[config.mk]
export PLATFORM = sky130hd
export DESIGN_NAME = prot_ctrl_reg
export DESIGN_NICKNAME = d
export VERILOG_FILES = /design/src/rtl/prot_pkg.sv /design/src/rtl/prot_range.sv /design/src/rtl/prot_decide.sv /design/src/rtl/prot_store.sv /design/src/rtl/prot_ctrl_reg.sv
export SDC_FILE = /design/constraint.sdc
export NUM_CORES = 1
export LEC_CHECK = 0
export ABC_AREA = 1
export BUFFER_PORTS_ARGS = -buffer_cell sky130_fd_sc_hd__buf_4
export CORE_MARGIN = 2
export CORE_UTILIZATION = 45
export CTS_CLUSTER_SIZE = 16
export DETAILED_ROUTE_END_ITERATION = 6
export PLACE_DENSITY_LB_ADDON = 0.05
export SETUP_SLACK_MARGIN = 0.02
export SLEW_MARGIN = 20
export SYNTH_ARGS = -nofsm -noshare
export SYNTH_HDL_FRONTEND = slang
export SYNTH_SLANG_ARGS = --single-unit
export TNS_END_PERCENT = 1
[constraint.sdc]
create_clock -name clk -period 4.3 [get_ports clk]
set_input_delay 1.29 -clock clk [delete_from_list [all_inputs] [get_ports clk]]
set_output_delay 1.29 -clock clk [all_outputs]
set_load 0.01 [all_outputs]
[src/rtl/prot_pkg.sv]
package prot_pkg;

    localparam int unsigned DATA_W = 8;

    typedef struct packed {
        logic       lock_en;
        logic [1:0] guard;
        logic       cfg_arm;
        logic       wr_arm;
    } prot_state_t;

    typedef enum logic [2:0] {
        OP_REJECT,
        OP_DISARM,
        OP_ARM_WR,
        OP_ARM_CFG,
        OP_PROGRAM,
        OP_KEEP
    } prot_op_e;

    function automatic logic [DATA_W-1:0] prot_pack(prot_state_t s);
        return {s.lock_en, 2'b00, s.guard, s.cfg_arm, s.wr_arm, 1'b0};
    endfunction

    function automatic prot_op_e prot_classify(logic [DATA_W-1:0] d, prot_state_t s);
        logic fixed_zero;
        fixed_zero = (d[6:5] == 2'b00);
        if (d == '0)
            return OP_DISARM;
        else if (s.cfg_arm && fixed_zero && d[2:0] == 3'b010)
            return OP_PROGRAM;
        else if (d[7:1] == 7'b0000001)
            return OP_ARM_WR;
        else if (s.wr_arm && d[7:1] == 7'b0000011)
            return OP_ARM_CFG;
        else if (s.cfg_arm && fixed_zero && d[2:0] == 3'b110)
            return OP_KEEP;
        else
            return OP_REJECT;
    endfunction

    function automatic prot_state_t prot_apply(prot_op_e op, logic [DATA_W-1:0] d, prot_state_t s);
        prot_state_t n;
        n = s;
        case (op)
            OP_DISARM:  begin n.wr_arm = 1'b0; n.cfg_arm = 1'b0; end
            OP_ARM_WR:  n.wr_arm = 1'b1;
            OP_ARM_CFG: n.cfg_arm = 1'b1;
            OP_PROGRAM: begin
                n.lock_en = d[7];
                n.guard   = d[4:3];
                n.cfg_arm = 1'b0;
            end
            default:    n = s;
        endcase
        return n;
    endfunction

endpackage

[src/rtl/prot_range.sv]
module prot_range #(
    parameter int unsigned ADDR_W = 11
) (
    input  logic [ADDR_W-1:0] addr,
    input  logic [1:0]        guard,
    output logic              blocked
);
    localparam logic [ADDR_W-1:0] QTR_BASE  = ADDR_W'(3) << (ADDR_W - 2);
    localparam logic [ADDR_W-1:0] HALF_BASE = ADDR_W'(1) << (ADDR_W - 1);

    always_comb begin
        case (guard)
            2'b01:   blocked = (addr >= QTR_BASE);
            2'b10:   blocked = (addr >= HALF_BASE);
            2'b11:   blocked = 1'b1;
            default: blocked = 1'b0;
        endcase
    end
endmodule

[src/rtl/prot_decide.sv]
module prot_decide
    import prot_pkg::*;
(
    input  prot_state_t       st,
    input  logic              locked,
    input  logic              req_valid,
    input  logic              req_reg,
    input  logic [DATA_W-1:0] req_data,
    input  logic              blocked,
    output logic              ack,
    output logic              grant,
    output prot_state_t       nxt
);
    prot_op_e op;

    always_comb begin
        op  = prot_classify(req_data, st);
        nxt = prot_apply(op, req_data, st);
        if (!req_valid) begin
            ack   = 1'b0;
            grant = 1'b0;
        end else if (req_reg) begin
            ack   = 1'b1;
            grant = !locked && (op != OP_REJECT);
        end else begin
            ack   = st.wr_arm;
            grant = st.wr_arm && !blocked;
        end
    end
endmodule

[src/rtl/prot_store.sv]
module prot_store
    import prot_pkg::*;
(
    input  logic        clk,
    input  logic        rst,
    input  logic        por,
    input  logic        capture,
    input  prot_state_t nxt,
    input  logic        commit,
    input  logic        locked,
    output prot_state_t st
);
    prot_state_t pend;
    logic        pend_v;

    always_ff @(posedge clk) begin
        if (por) begin
            st     <= '0;
            pend   <= '0;
            pend_v <= 1'b0;
        end else if (rst) begin
            st.wr_arm  <= 1'b0;
            st.cfg_arm <= 1'b0;
            pend_v     <= 1'b0;
        end else begin
            if (commit && pend_v && !locked)
                st <= pend;
            if (commit) begin
                pend_v <= 1'b0;
            end else if (capture) begin
                pend_v <= 1'b1;
                pend   <= nxt;
            end
        end
    end

    AST_NV_NEEDS_CFG: assert property (@(posedge clk) disable iff (por)
        (!$past(por) && ({st.lock_en, st.guard} != $past({st.lock_en, st.guard})))
        |-> $past(st.cfg_arm && commit));

    AST_CFG_NEEDS_WR: assert property (@(posedge clk) disable iff (por)
        (!$past(por) && $rose(st.cfg_arm)) |-> $past(st.wr_arm));
endmodule

[src/rtl/prot_ctrl_reg.sv]
module prot_ctrl_reg
    import prot_pkg::*;
#(
    parameter int unsigned ADDR_W = 11
) (
    input  logic              clk,
    input  logic              rst,
    input  logic              por,
    input  logic              hw_lock_pin,
    input  logic              req_valid,
    input  logic              req_reg,
    input  logic [ADDR_W-1:0] req_addr,
    input  logic [7:0]        req_data,
    input  logic              commit,
    output logic              req_ack,
    output logic              req_grant,
    output logic [7:0]        reg_rd
);
    prot_state_t state;
    prot_state_t nxt;
    logic        blocked;
    logic        locked;

    assign locked = hw_lock_pin && state.lock_en;

    prot_range #(.ADDR_W(ADDR_W)) u_range (
        .addr    (req_addr),
        .guard   (state.guard),
        .blocked (blocked)
    );

    prot_decide u_decide (
        .st        (state),
        .locked    (locked),
        .req_valid (req_valid),
        .req_reg   (req_reg),
        .req_data  (req_data),
        .blocked   (blocked),
        .ack       (req_ack),
        .grant     (req_grant),
        .nxt       (nxt)
    );

    prot_store u_store (
        .clk     (clk),
        .rst     (rst),
        .por     (por),
        .capture (req_valid && req_reg && req_grant),
        .nxt     (nxt),
        .commit  (commit),
        .locked  (locked),
        .st      (state)
    );

    assign reg_rd = prot_pack(state);

    AST_ARRAY_NOACK: assert property (@(posedge clk) disable iff (rst || por)
        (req_valid && !req_reg && !reg_rd[1]) |-> !req_ack);

    AST_GUARD_DENY: assert property (@(posedge clk) disable iff (rst || por)
        (req_valid && !req_reg && blocked) |-> !req_grant);

    AST_LOCK_NOGRANT: assert property (@(posedge clk) disable iff (rst || por)
        (req_valid && req_reg && hw_lock_pin && reg_rd[7]) |-> (req_ack && !req_grant));

    AST_LOCK_FROZEN: assert property (@(posedge clk) disable iff (por)
        (!$past(por) && $past(hw_lock_pin && reg_rd[7])) |-> $stable({reg_rd[7], reg_rd[4:3]}));
endmodule

==> impl_metrics.prom <==
# TYPE chip_impl_metric gauge
chip_impl_metric{name="synthesis.area_per_instance",unit="sq um"} 6.30
chip_impl_metric{name="post_synth_num_cell_types",unit=""} 24
chip_impl_info{name="critical_path.top_delay_family",value="simple AND/OR/NAND/NOR gates"} 1
chip_impl_metric{name="tritoncts.num_buffers",unit=""} 3
chip_impl_metric{name="synth_top_area_share",unit=""} 0.301
chip_impl_metric{name="row_count",unit=""} 14
chip_impl_metric{name="power_per_cell_area",unit="nW/um^2"} 216
chip_impl_info{name="crit_type",value="primary input to primary output"} 1
chip_impl_metric{name="antenna_found_initial",unit=""} 0
chip_impl_metric{name="report.final.hold_viol_count",unit=""} 0
chip_impl_metric{name="cp_slowest_stage_delay",unit="ns"} 0.33
chip_impl_metric{name="io_buffers",unit=""} 23
chip_impl_info{name="cts_tree",value="built"} 1
chip_impl_metric{name="max_freq",unit="MHz"} 258
chip_impl_metric{name="multiInputGateArea",unit="sq um"} 428
chip_impl_info{name="crit_slowest_cell",value="nor3_1"} 1
chip_impl_metric{name="seq_area_frac_synth",unit=""} 0.301
chip_impl_info{name="holdCritPathClass",value="register to register"} 1
chip_impl_metric{name="nets_final",unit=""} 169
chip_impl_info{name="synth.top_cells.by_area",value="dfxtp_1 30%, nand2_1 15%, nor2_1 9.8%, a21oi_1 5.5%, inv_1 5.1%"} 1
chip_impl_metric{name="reg2reg_slack",unit="ns"} 2.79
chip_impl_info{name="crit_path_end_kind",value="primary output"} 1
chip_impl_metric{name="vias",unit=""} 778
chip_impl_info{name="clock_tree_root",value="clkbuf_4"} 1
chip_impl_metric{name="hold_ws",unit="ns"} 0.460
chip_impl_metric{name="gp_congestion",unit=""} 0.797
chip_impl_metric{name="die_width",unit="um"} 44.3
chip_impl_metric{name="detail_route.iter0.violations",unit=""} 25
chip_impl_metric{name="final_period_minus_worst_setup_slack",unit="ns"} 3.88
chip_impl_metric{name="critical_path_peak_fanout",unit=""} 4
chip_impl_metric{name="post_cts_repair_setup_buffers",unit=""} 0
chip_impl_metric{name="layout-drive-gt1-share",unit=""} 0.296
chip_impl_metric{name="worstPathBufferInverterCount",unit=""} 2
chip_impl_metric{name="dp_hpwl",unit="um"} 1400
chip_impl_metric{name="avgRoutedWirePerCell",unit="um"} 10.7
chip_impl_metric{name="postSynthRegisterBits",unit=""} 11
chip_impl_metric{name="cts.htree.levels",unit=""} 1
chip_impl_metric{name="total_area_of_sequential_cells",unit="sq um"} 220
chip_impl_metric{name="grt_util_all_layers",unit=""} 0.196
chip_impl_metric{name="final_antenna_net_count",unit=""} 0
chip_impl_metric{name="maxSlewViolCount",unit=""} 0
chip_impl_metric{name="start_util",unit=""} 0.485
chip_impl_metric{name="clock_latency",unit="ns"} 0.27
chip_impl_metric{name="core_area",unit="sq um"} 1510
chip_impl_metric{name="worstPathArrival",unit="ns"} 2.59
chip_impl_metric{name="cts_repair_resize_count",unit=""} 0
chip_impl_metric{name="maxCapViolations",unit=""} 0
chip_impl_info{name="outcome",value="completed"} 1
chip_impl_metric{name="dieArea",unit="sq um"} 1960
chip_impl_info{name="rsz_0062_raised_after_global_routing",value="no"} 1
chip_impl_metric{name="overflow",unit=""} 0
chip_impl_metric{name="io_pins",unit=""} 36
chip_impl_metric{name="ctsLongestPathBuffers",unit=""} 2
chip_impl_info{name="path_cells",value="buf_4 > nor3_1 > nand2_2 > a21oi_1 > nand3_2 > a21oi_1 > nor3_1 > buf_4"} 1
chip_impl_info{name="yosysTopAreaCell",value="dfxtp_1"} 1
chip_impl_metric{name="finalClockSkew",unit="ns"} 0.00324
chip_impl_metric{name="period_share",unit=""} 0.903
chip_impl_metric{name="totalWireLength",unit="um"} 1700
chip_impl_metric{name="synth.yosys.warnings",unit=""} 0
chip_impl_metric{name="detailedRoute.firstPassIterationCount",unit=""} 4
chip_impl_metric{name="clock-sinks",unit=""} 11
chip_impl_metric{name="timing.critical_path.required",unit="ns"} 3.01
chip_impl_metric{name="viasPerCell",unit=""} 4.92
chip_impl_metric{name="grt_start_max_net_pins",unit=""} 11
chip_impl_metric{name="synthToLayoutAreaGrowth",unit="%"} 27.9
chip_impl_metric{name="ir_worst_vdd",unit="mV"} 0.186
chip_impl_metric{name="hold_buffers",unit=""} 0
chip_impl_metric{name="postSynthCellCount",unit=""} 116
chip_impl_metric{name="antenna_cells",unit=""} 0
chip_impl_metric{name="die_height",unit="um"} 44.3
chip_impl_metric{name="setup_total_negative_slack",unit="ns"} 0
chip_impl_metric{name="drc",unit=""} 0
chip_impl_metric{name="report.final.setup_viol",unit=""} 0
chip_impl_metric{name="n_fill_cell",unit=""} 152
chip_impl_metric{name="power_leakage",unit="nW"} 0.450
chip_impl_metric{name="path_clk_slew",unit="ns"} 0.07
chip_impl_info{name="worstSetupStartpointType",value="primary input"} 1
chip_impl_metric{name="grt_pass1_vias",unit=""} 728
chip_impl_metric{name="post_synth_instance_area",unit="sq um"} 731
chip_impl_metric{name="global_route_wire_length_before_repair",unit="um"} 2840
power breakdown:
group	switching, W	internal, W	total (W)
registers	0.0000000183	0.000102	0.000102
logic	0.0000163	0.0000143	0.0000306
clock network	0.0000339	0.0000359	0.0000698
area by class of cell:
| cell class | instances | area share |
|---|---|---|
| inverters | 18 | 0.0723 |
| well taps | 16 | 0.0214 |
| repair buffers | 23 | 0.185 |
| multi-input cells | 86 | 0.458 |
| flip-flops and latches | 11 | 0.236 |
| clock buffers | 4 | 0.0281 |
final timing paths:
kind	start	endpoint	cells after the start
max	req_data[4]	req_grant	8
min	u_store.pend_v	u_store.pend_v	2
max reg2reg	u_store.st[1]	u_store.pend[3]	9
min reg2reg	u_store.pend_v	u_store.pend_v	2
registers in the layout (all words and copies together) (netlist names):
| name | count |
|---|---|
| u_store.st | 5 |
| u_store.pend_v | 1 |
| u_store.pend | 5 |
Yosys cell counts (all sizes together):
master  number
nor3         2
buf          3
nor2        23
o22ai        1
a21oi        8
inv         17
conb         1
o21ai        6
nand3        7
a31oi        1
o21a         1
clkinv       1
nand4        3
dfxtp       11
nand2       31
cells by family after synthesis:
family	Yosys count	share of synthesized area
AND/OR/NAND/NOR	66	0.447
other	1	0.00513
AO/OA/AOI/OAI	17	0.123
buffers and inverters	21	0.123
flip-flops	11	0.301
worst min-delay path, delay by kind of cell (launching register included):
family | cells | cell delay [ns]
flip-flops | 1 | 0.32
AO/OA/AOI/OAI | 1 | 0.06
buffers and inverters | 1 | 0.05
stage by stage:
step | cell area (sq um) | power [W] | util | setup WS, ns | cells
floorplan | 738 | 0.000119 | - | 0.814 | 118
global placement | 908 | 0.000134 | 0.603 | 0.518 | 154
detailed placement | 908 | 0.000134 | 0.603 | 0.456 | 154
CTS | 935 | 0.000203 | 0.620 | 0.449 | 158
global route | 935 | 0.000210 | 0.620 | 0.302 | 158
finish | 935 | 0.000202 | 0.620 | 0.418 | 158
routing by layer:
metal,global-route usage,part of all wire,vias up
li1,-,-,414
met1,0.237,0.44,335
met2,0.332,0.49,23
met3,0.0122,0.044,6
met4,0.133,0.022,0
met5,0,0,-
cell usage in the layout, fill, tap and decap left out:
cell type  synthesis  final
a21oi_1            8      8
a31oi_1            1      1
buf_4              3     23
clkbuf_1           0      1
clkbuf_4           0      3
clkinv_1           1      1
conb_1             1      3
dfxtp_1           11     11
inv_1             10     10
inv_2              7      7
nand2_1           29     29
nand2_2            2      2
nand3_1            6      6
nand3_2            1      1
nand4_1            1      1
nand4_2            1      1
nand4_4            1      1
nor2_1            19     19
nor2_2             2      2
nor2_4             1      1
nor2_8             1      1
nor3_1             2      2
o21a_1             1      1
o21ai_0            4      4
o21ai_1            2      2
o22ai_1            1      1
Power figures use the tool's default switching activity.
